File: src/rtl/pbm_pkg.sv
package pbm_pkg;

    typedef enum logic [2:0] {
        OP_DATA_IN      = 3'd0,
        OP_DATA_OUT     = 3'd1,
        OP_CTRL_IN      = 3'd2,
        OP_CTRL_OUT     = 3'd3,
        OP_TEST_ZERO    = 3'd4,
        OP_TEST_NONZERO = 3'd5,
        OP_BLOCK_IN     = 3'd6,
        OP_BLOCK_OUT    = 3'd7
    } op_e;

    typedef enum logic [2:0] {
        ST_IDLE,
        ST_SEL,
        ST_WRITE,
        ST_SETTLE,
        ST_SAMPLE,
        ST_DONE
    } state_e;

    localparam int MODE_W = 3;
    localparam logic [MODE_W-1:0] MODE_READ = 3'b100;
    localparam logic [MODE_W-1:0] MODE_CTL  = 3'b010;
    localparam logic [MODE_W-1:0] MODE_ALT  = 3'b001;

endpackage

File: src/rtl/pbm_op_decode.sv
module pbm_op_decode
    import pbm_pkg::*;
(
    input  logic [2:0]        op,
    output logic [MODE_W-1:0] mode,
    output logic              is_read,
    output logic              is_block,
    output logic              is_test,
    output logic              test_nz,
    output logic              use_imm
);
    always_comb begin
        mode     = '0;
        is_read  = 1'b0;
        is_block = 1'b0;
        is_test  = 1'b0;
        test_nz  = 1'b0;
        use_imm  = 1'b0;
        case (op_e'(op))
            OP_DATA_IN:  begin mode = MODE_READ | MODE_ALT; is_read = 1'b1; end
            OP_DATA_OUT: mode = MODE_ALT;
            OP_CTRL_IN:  begin mode = MODE_READ | MODE_CTL | MODE_ALT; is_read = 1'b1; end
            OP_CTRL_OUT: begin mode = MODE_CTL | MODE_ALT; use_imm = 1'b1; end
            OP_TEST_ZERO: begin
                mode = MODE_READ | MODE_CTL | MODE_ALT; is_read = 1'b1; is_test = 1'b1;
            end
            OP_TEST_NONZERO: begin
                mode = MODE_READ | MODE_CTL | MODE_ALT; is_read = 1'b1; is_test = 1'b1;
                test_nz = 1'b1;
            end
            default: is_block = 1'b1;
        endcase
    end
endmodule

File: src/rtl/pbm_settle_timer.sv
module pbm_settle_timer #(
    parameter int CYC_PER_US = 125
) (
    input  logic clk,
    input  logic rst_n,
    input  logic load,
    input  logic run,
    output logic expired
);
    localparam int CNT_W = (CYC_PER_US > 1) ? $clog2(CYC_PER_US) : 1;
    localparam logic [CNT_W-1:0] LOAD_VAL = CNT_W'(CYC_PER_US - 1);

    logic [CNT_W-1:0] cnt_d, cnt_q;

    always_comb begin
        cnt_d = cnt_q;
        if (load)
            cnt_d = LOAD_VAL;
        else if (run && cnt_q != '0)
            cnt_d = cnt_q - 1'b1;
    end

    always_ff @(posedge clk) begin
        if (!rst_n) cnt_q <= '0;
        else        cnt_q <= cnt_d;
    end

    assign expired = (cnt_q == '0);

    // a running window never stalls before expiring
    a_r5_timer_moves: assert property (@(posedge clk) disable iff (!rst_n)
        (run && !load && !expired) |=> (cnt_q != $past(cnt_q)));
endmodule

File: src/rtl/pbm_skip_eval.sv
module pbm_skip_eval #(
    parameter int MASK_W = 18
) (
    input  logic [MASK_W-1:0] value,
    input  logic [MASK_W-1:0] mask,
    input  logic              nz_sense,
    output logic              skip
);
    logic any_set;
    assign any_set = |(value & mask);
    assign skip    = nz_sense ? any_set : !any_set;
endmodule

File: src/rtl/pbm_sequencer.sv
module pbm_sequencer
    import pbm_pkg::*;
#(
    parameter int ADDR_W     = 7,
    parameter int WORD_W     = 36,
    parameter int IMM_W      = 18,
    parameter int CYC_PER_US = 125
) (
    input  logic              clk,
    input  logic              rst_n,
    input  logic              bus_rst,
    input  logic              req_valid,
    input  logic [2:0]        req_op,
    input  logic [ADDR_W-1:0] req_dev,
    input  logic [WORD_W-1:0] req_wdata,
    input  logic [IMM_W-1:0]  req_imm,
    output logic              busy,
    output logic              done,
    output logic              unimpl,
    output logic              skip,
    output logic [WORD_W-1:0] rd_data,
    output logic [WORD_W-1:0] bus_word_out,
    input  logic [WORD_W-1:0] bus_word_in,
    output logic              bus_sel_stb,
    output logic              bus_wr_stb,
    output logic              bus_rd_stb,
    output logic              bus_reset_stb
);
    localparam int PAD_W = WORD_W - ADDR_W - MODE_W;
    localparam int EXT_W = WORD_W - IMM_W;

    typedef struct packed {
        state_e            st;
        logic [2:0]        op;
        logic [ADDR_W-1:0] dev;
        logic [WORD_W-1:0] wword;
        logic [IMM_W-1:0]  mask;
        logic [WORD_W-1:0] rdata;
        logic              skip;
        logic              err;
        logic              rst_stb;
    } regs_t;

    regs_t r_d, r_q;

    logic [2:0]        op_sel;
    logic [MODE_W-1:0] mode;
    logic              is_read, is_block, is_test, test_nz, use_imm;
    logic              timer_load, timer_run, timer_expired;
    logic              skip_res;
    logic [WORD_W-1:0] read_val;
    logic [WORD_W-1:0] sel_word;

    assign op_sel = (r_q.st == ST_IDLE) ? req_op : r_q.op;

    pbm_op_decode u_dec (
        .op       (op_sel),
        .mode     (mode),
        .is_read  (is_read),
        .is_block (is_block),
        .is_test  (is_test),
        .test_nz  (test_nz),
        .use_imm  (use_imm)
    );

    pbm_settle_timer #(.CYC_PER_US(CYC_PER_US)) u_timer (
        .clk     (clk),
        .rst_n   (rst_n),
        .load    (timer_load),
        .run     (timer_run),
        .expired (timer_expired)
    );

    assign read_val = ~bus_word_in;

    pbm_skip_eval #(.MASK_W(IMM_W)) u_skip (
        .value    (read_val[IMM_W-1:0]),
        .mask     (r_q.mask),
        .nz_sense (test_nz),
        .skip     (skip_res)
    );

    assign sel_word   = {r_q.dev, mode, {PAD_W{1'b0}}};
    assign timer_load = (r_q.st == ST_SEL);
    assign timer_run  = (r_q.st == ST_SETTLE);

    always_comb begin
        r_d         = r_q;
        r_d.rst_stb = 1'b0;
        case (r_q.st)
            ST_IDLE: begin
                if (req_valid) begin
                    r_d.op    = req_op;
                    r_d.dev   = req_dev;
                    r_d.mask  = req_imm;
                    r_d.wword = use_imm ? {{EXT_W{1'b0}}, req_imm} : req_wdata;
                    r_d.skip  = 1'b0;
                    r_d.err   = is_block;
                    r_d.st    = is_block ? ST_DONE : ST_SEL;
                end
            end
            ST_SEL:    r_d.st = is_read ? ST_SETTLE : ST_WRITE;
            ST_WRITE:  r_d.st = ST_DONE;
            ST_SETTLE: if (timer_expired) r_d.st = ST_SAMPLE;
            ST_SAMPLE: begin
                r_d.rdata = read_val;
                r_d.skip  = is_test && skip_res;
                r_d.st    = ST_DONE;
            end
            ST_DONE:   r_d.st = ST_IDLE;
            default:   r_d.st = ST_IDLE;
        endcase
        if (bus_rst) begin
            r_d.st      = ST_IDLE;
            r_d.rst_stb = 1'b1;
        end
    end

    always_ff @(posedge clk) begin
        if (!rst_n) begin
            r_q         <= '0;
            r_q.st      <= ST_IDLE;
        end else begin
            r_q <= r_d;
        end
    end

    assign busy          = (r_q.st != ST_IDLE);
    assign done          = (r_q.st == ST_DONE);
    assign unimpl        = done && r_q.err;
    assign skip          = r_q.skip;
    assign rd_data       = r_q.rdata;
    assign bus_sel_stb   = (r_q.st == ST_SEL);
    assign bus_wr_stb    = (r_q.st == ST_WRITE);
    assign bus_rd_stb    = (r_q.st == ST_SAMPLE);
    assign bus_reset_stb = r_q.rst_stb;
    assign bus_word_out  = bus_sel_stb ? sel_word : (bus_wr_stb ? r_q.wword : '0);

    // strobes never overlap
    a_r11_one_strobe: assert property (@(posedge clk) disable iff (!rst_n)
        $onehot0({bus_sel_stb, bus_wr_stb, bus_rd_stb, bus_reset_stb}));

    // a write select is followed by the write phase
    a_r3_write_after_select: assert property (@(posedge clk) disable iff (!rst_n)
        (bus_sel_stb && !is_read && !bus_rst) |=> bus_wr_stb);

    // sampling only happens once the settle window has run out
    a_r5_sample_after_settle: assert property (@(posedge clk) disable iff (!rst_n)
        bus_rd_stb |-> $past(timer_run && timer_expired));

    // unimplemented flag only accompanies done
    a_r8_unimpl_with_done: assert property (@(posedge clk) disable iff (!rst_n)
        unimpl |-> done);

    // sequencer is free in the cycle after done
    a_r9_free_after_done: assert property (@(posedge clk) disable iff (!rst_n)
        done |=> !busy);

    // bus reset strobes and returns to idle
    a_r10_bus_reset: assert property (@(posedge clk) disable iff (!rst_n)
        bus_rst |=> (bus_reset_stb && !busy));
endmodule

File: config.mk
export PLATFORM = sky130hd
export DESIGN_NAME = pbm_sequencer
export DESIGN_NICKNAME = d
export VERILOG_FILES = /design/src/rtl/pbm_pkg.sv /design/src/rtl/pbm_op_decode.sv /design/src/rtl/pbm_settle_timer.sv /design/src/rtl/pbm_skip_eval.sv /design/src/rtl/pbm_sequencer.sv
export SDC_FILE = /design/constraint.sdc
export NUM_CORES = 1
export LEC_CHECK = 0
export BUFFER_PORTS_ARGS = -buffer_cell sky130_fd_sc_hd__buf_2
export CORE_AREA = 2 2 100 102
export CTS_CLUSTER_DIAMETER = 120
export CTS_CLUSTER_SIZE = 10
export DETAILED_ROUTE_END_ITERATION = 6
export DIE_AREA = 0 0 102 104
export HOLD_SLACK_MARGIN = 0.15
export PLACE_DENSITY = 0.91
export SETUP_SLACK_MARGIN = 0.5
export SYNTH_ARGS = -nofsm -noshare
export SYNTH_HDL_FRONTEND = slang
export SYNTH_SLANG_ARGS = --single-unit
export TNS_END_PERCENT = 50
File: constraint.sdc
create_clock -name clk -period 4.8 [get_ports clk]
set_input_delay 0.24 -clock clk [delete_from_list [all_inputs] [get_ports clk]]
set_output_delay 0.24 -clock clk [all_outputs]
set_load 0.005 [all_outputs]
==> impl_metrics.csv, run 1 <==
group,metric,value,unit
status,status,"completed",
synth,synth.area.top_cells,"dfxtp_1 46%, a211oi_1 6.0%, buf_4 5.7%, a21oi_1 5.2%, nand2_1 4.7%",
die,rows,36,
drt,postRouteAntennaNets,0,
cts,ctsHtreeMaxLevel,4,
drt,via_per_inst,5.43,
setup_path,critPathKind,"flip-flop to output pin",
flow_run,maxCapViolations,0,
setup_path,cpMaxStageDelayCell,"dfxtp_1",
grt,first_global_vias,4948,
setup_path,critPathArrivalTime,2550,ps
cts,cts_made_buffers,17,
grt,antenna_found_initial,1,
synth,ys_seq_elements,113,
synth,ys.flop_type,"dfxtp_1",
final_layout,utilization,74.7,%
synth,syn_area,0.00490,sq mm
timing,period_share,58.2,%
die,ios,184,
synth,synth_largest_area_cell,"dfxtp_1",
grt,grt_first_pass_wirelength,25100,um
setup_path,path_max_fanout,13,
die,die_x,102,um
setup_path,startpoint_type,"flip-flop",
drt,vias,5073,
grt,grt_usage,30.6,%
synth,synth_top_area_share,46.1,%
timing,setup_ws,2010,ps
drt,remaining_drc_errors,0,
place,place_inst,802,
synth,syn_nets,664,
cts,cts_hold_buf,101,
timing,clock.fmax,358,MHz
timing,setup_tns,0,ps
drt,first_iter_violations,355,
drt,drt-pass1-iter-count,6,
synth,synth_cells,558,
timing,slew_headroom,24.5,%
timing,rsz0062_at_grt,"no",
final_layout,fillers,632,
final_layout,drive_gt1_share,28.1,%
cts,cts.reportedPaths.clkPinSlew,50,ps
drt,routed_wl,16600,um
cts,cts_resized,0,
final_layout,num-nets-final,895,
synth,ys_warn_count,0,
synth,ys_seq_area_share,46.1,%
pwr,vdd_drop_max,0.000188,V
final_layout,finalNonFillerCells,935,
cts,post-cts-setup-buffers,0,
grt,overflow,0,
final_layout,final_area,0.00713,sq mm
timing,drv_slew,0,
setup_path,worstPathRequired,4560,ps
pwr,power_density,359,mW/mm^2
timing,setup_viol,0,
synth,avgSynthCellArea,8.79,sq um
timing,worstMarginPinSlew,1130,ps
pwr,p_leak,3.16,nW
place,pre_cts_ws,2240,ps
synth,synth.distinct_cells,48,
die,core,0.00955,sq mm
cts,clock_sinks,113,
cts,clk_path_buf_depth,2,
pwr,fin_total_pwr,2.56,mW
place,dp_hpwl,9140,um
die,initial_core_util,51.3,%
timing,period_needed,2790,ps
timing,skew,5.09,ps
place,dpl-instance-area,0.00555,sq mm
die,die_h,104,um
setup_path,slowest_delay,540,ps
synth,synth_edf_count,0,
final_layout,area_growth,45.5,%
synth,async_flop_share,0,%
hold_path,hold_class,"input port to flip-flop",
cts,cts-root-buf,"clkbuf_8",
timing,hold_viol,0,
cts,clk-insertion-delay-late,520,ps
setup_path,setup.worst_path.end_class,"output pin",
cts,cts_tree,"built",
place,io_buffers,183,
timing,hold_slack,200,ps
setup_path,path_cells,"nor2b_1, nand2b_1, inv_1, and3_1, a21o_1, buf_2",
place,place.gp.congestion,0.856,
grt,grt_max_degree,76,
drt,wire_per_inst,17.8,um
die,die_area,0.0106,sq mm
final timing paths:
path / startpoint / cells after the start / end / slack (ps)
setup / recovery: r_q[103] / 6 / bus_word_out[28] / 2010
hold reg to reg: r_q[56] / 2 / r_q[56] / 460
setup reg to reg: r_q[105] / 4 / r_q[84] / 2140
hold / removal: rst_n / 2 / u_timer.cnt_q[5] / 200
cell families after synthesis:
| family | share of synthesized area [%] |
|---|---|
| AOI/OAI and AO/OA | 21.1 |
| xor gates and xnor gates | 0.715 |
| adders and majority gates | 0.510 |
| buffers and inverters | 11.3 |
| DFF | 46.1 |
| muxes | 4.21 |
| and+or+nand+nor | 16.1 |
area by class of cell:
cell class | count | area (sq um) | area share, %
Inverter | 22 | 82.6 | 1.16
Antenna cell | 1 | 2.50 | 0.0351
Clock buffer | 26 | 498 | 6.98
Tap cell | 133 | 166 | 2.33
Sequential cell | 113 | 2260 | 31.7
Clock inverter | 5 | 75.1 | 1.05
Timing Repair Buffer | 287 | 1950 | 27.3
Multi-Input combinational cell | 348 | 2100 | 29.4
registers in the layout, indices dropped and copies added, names as in the netlist:
name	cells
skip	1
u_timer.cnt_q	7
rd_data	36
r_q	68
bus_reset_stb	1
cells in the final DEF (no fill, tap or decap), drive strengths merged, types with 2 or more instances in the layout:
master       count
a31oi            2
ha               2
o21ai           19
a22o            25
nor3             7
xnor2            3
nor2            46
a21oi           51
nand3            5
nand2           61
mux2             2
bufinv           2
a311oi           3
a211oi          40
o22ai            6
and2            30
nand2b           6
dlygate4sd3    101
and3             2
buf            186
mux2i           18
clkbuf          26
dfxtp          113
inv             22
nor2b            4
nand3b           2
clkinv           3
a221oi           2
per-layer routing:
layer | routed length [um] | track usage (%) | vias to the layer above | part of all wire, %
met5 | 0 | 0 | - | 0
met4 | 589 | 12.5 | 0 | 3.5
met3 | 1440 | 9.74 | 56 | 8.7
met2 | 8070 | 51.3 | 301 | 49
met1 | 6530 | 35.6 | 2362 | 39
li1 | - | - | 2354 | -
worst max-delay path, delay by kind of cell, from the launching register on:
family / cells / cell delay, ps
simple gates: 3 / 890
flops: 1 / 540
buf+inv: 2 / 500
compound gates: 1 / 110
Yosys cell counts, drive strengths merged (4+ instances only):
cell and count:
dfxtp 113, nand2 61, buf 52, a21oi 51, nor2 46, a211oi 40
and2 30, a22o 25, clkbuf 23, inv 22, o21ai 19, mux2i 18
nor3 7, nand2b 6, o22ai 6, nand3 5, nor2b 4
report_power, final:
part	total (mW)	switching [mW]	internal [mW]
registers	1.03	0.0351	0.995
logic	0.320	0.162	0.158
clock network	1.21	0.410	0.801
Power figures use the tool's default switching activity.
==> run 2, diff against run 1 <==
--- a/config.mk
+++ b/config.mk
@@ -6,13 +6,13 @@
 export NUM_CORES = 1
 export LEC_CHECK = 0
 export BUFFER_PORTS_ARGS = -buffer_cell sky130_fd_sc_hd__buf_2
-export CORE_AREA = 2 2 100 102
+export CORE_AREA = 2 2 104 106
 export CTS_CLUSTER_DIAMETER = 120
 export CTS_CLUSTER_SIZE = 10
 export DETAILED_ROUTE_END_ITERATION = 6
-export DIE_AREA = 0 0 102 104
+export DIE_AREA = 0 0 106 108
 export HOLD_SLACK_MARGIN = 0.15
-export PLACE_DENSITY = 0.91
+export PLACE_DENSITY = 0.86
 export SETUP_SLACK_MARGIN = 0.5
 export SYNTH_ARGS = -nofsm -noshare
 export SYNTH_HDL_FRONTEND = slang
==> constraint.sdc (replaced) <==
create_clock -name clk -period 2.7 [get_ports clk]
set_input_delay 0.135 -clock clk [delete_from_list [all_inputs] [get_ports clk]]
set_output_delay 0.135 -clock clk [all_outputs]
set_load 0.005 [all_outputs]
==> impl_metrics.csv, run 2 (synthesized netlist as in run 1, its figures left out) <==
group,metric,value,unit
status,status,"completed",
hold_path,hold_class,"input port to flip-flop",
drt,routed_wl,16800,um
timing,slew_headroom,43.1,%
cts,cts_tree,"built",
timing,setup_viol,0,
timing,rsz0062_at_grt,"no",
setup_path,path_max_fanout,11,
grt,grt_use_met1,34.1,%
die,ios,184,
flow_run,maxCapViolations,0,
setup_path,r2r_setup_slack,540,ps
drt,wire_per_inst,17.8,um
cts,clk_path_buf_depth,2,
setup_path,crit_end,"u_timer.cnt_q[4]",
drt,postRouteAntennaNets,0,
cts,clk-insertion-delay-late,510,ps
cts,cts-root-buf,"clkbuf_8",
die,core,0.0102,sq mm
die,initial_core_util,47.9,%
final_layout,largest_reg_flops,68,
setup_path,startpoint,"u_timer.cnt_q[2]",
final_layout,top_register,"r_q",
cts,ctsHtreeMaxLevel,4,
setup_path,reg2reg_depth,5,
die,die_h,108,um
place,pre_cts_ws,647,ps
setup_path,r2r-start,"u_timer.cnt_q[2]",
grt,antenna_found_initial,2,
timing,worstMarginPinSlew,846,ps
timing,hold_slack,357,ps
final_layout,drive_gt1_share,29.8,%
setup_path,cpMaxStageDelayCell,"nor4_1",
final_layout,layout_commonest_cell,"buf_2",
drt,via_per_inst,5.42,
pwr,p_leak,3.22,nW
die,die_x,106,um
hold_path,worstHoldPathCells,3,
cts,cts_made_buffers,17,
final_layout,utilization,71.3,%
setup_path,rr_endpoint,"u_timer.cnt_q[4]",
die,die_area,0.0114,sq mm
place,dpl-instance-area,0.00559,sq mm
setup_path,setup.worst_path.end_class,"flip-flop",
place,place.gp.congestion,0.843,
cts,cts.reportedPaths.clkPinSlew,50,ps
drt,remaining_drc_errors,0,
timing,drv_slew,0,
setup_path,path_cells,"nor4_1, a31oi_2, nand3_1, xor2_1, a21oi_1",
final_layout,final_area,0.00730,sq mm
grt,grt.busiest_layer,"met2",
pwr,fin_total_pwr,4.71,mW
timing,setup_ws,543,ps
grt,overflow,0,
setup_path,slowest_delay,750,ps
setup_path,critPathArrivalTime,2510,ps
setup_path,critPathKind,"flip-flop to flip-flop",
timing,hold_viol,0,
final_layout,finalNonFillerCells,949,
place,dp_hpwl,9140,um
timing,clock.fmax,464,MHz
grt,grt_usage,29.1,%
setup_path,startpoint_type,"flip-flop",
grt,use_met3,8.26,%
timing,period_needed,2160,ps
timing,setup_tns,0,ps
grt,gr-usage-met2,48.9,%
timing,skew,8.50,ps
final_layout,num-nets-final,904,
place,place_inst,809,
timing,period_share,79.9,%
grt,grt_first_pass_wirelength,25900,um
pwr,power_density,646,mW/mm^2
die,rows,37,
pwr,vdd_drop_max,0.000490,V
cts,clock_sinks,113,
drt,vias,5140,
place,io_buffers,183,
setup_path,worstPathRequired,3060,ps
final_layout,final_cell_mix,"183 x buf_2, 110 x dfxtp_1, 104 x dlygate4sd3_1",
grt,first_global_vias,5099,
final_layout,area_growth,48.9,%
drt,drt-pass1-iter-count,5,
grt,grt_max_degree,76,
drt,first_iter_violations,499,
run 2: report_power, final:
part           leakage (nW)  total (mW)  internal, mW  switching [mW]
Combinational          1.99       0.589         0.296           0.293
Clock                 0.304        2.29          1.53           0.760
Sequential            0.927        1.83          1.77          0.0608
run 2: layer usage:
metal	share of wire, %	vias to the layer above	wire length, um
met4	3.8	0	642
met3	8.0	66	1360
met5	0	-	0
met1	40	2383	6700
li1	-	2373	-
met2	48	318	8150
run 2: final cells by class:
class / instances / area, sq um
Clock inverter: 12 / 163
Fill cell: 715 / 2930
Sequential cell: 113 / 2270
Inverter: 22 / 86.3
Clock buffer: 20 / 445
Multi-Input combinational cell: 348 / 2110
Timing Repair Buffer: 296 / 2050
Tap cell: 136 / 170
Antenna cell: 2 / 5.00
run 2: repair_timing:
action,CTS,global route
hold endpoints to repair,108,0
endpoints found under the setup margin,9,14
hold buffers,104,0
gates resized for setup,5,3
setup buffers,1,1
run 2: worst max-delay path, delay by kind of cell, from the launching register on:
family | cells | cell delay [ps]
AOI/OAI and AO/OA | 2 | 500
xor gates and xnor gates | 1 | 200
DFF | 1 | 340
and+or+nand+nor | 2 | 960
run 2: how the worst min path moves through the flow:
| stage | start | end | slack (ps) |
|---|---|---|---|
| floorplan | bus_word_in[0] | rd_data[0] | 230 |
| global placement | bus_word_in[27] | rd_data[27] | 320 |
| detailed placement | bus_word_in[25] | rd_data[25] | 320 |
| CTS | bus_word_in[31] | rd_data[31] | 330 |
| global route | bus_word_in[24] | rd_data[24] | 350 |
| finish | bus_word_in[35] | rd_data[35] | 360 |
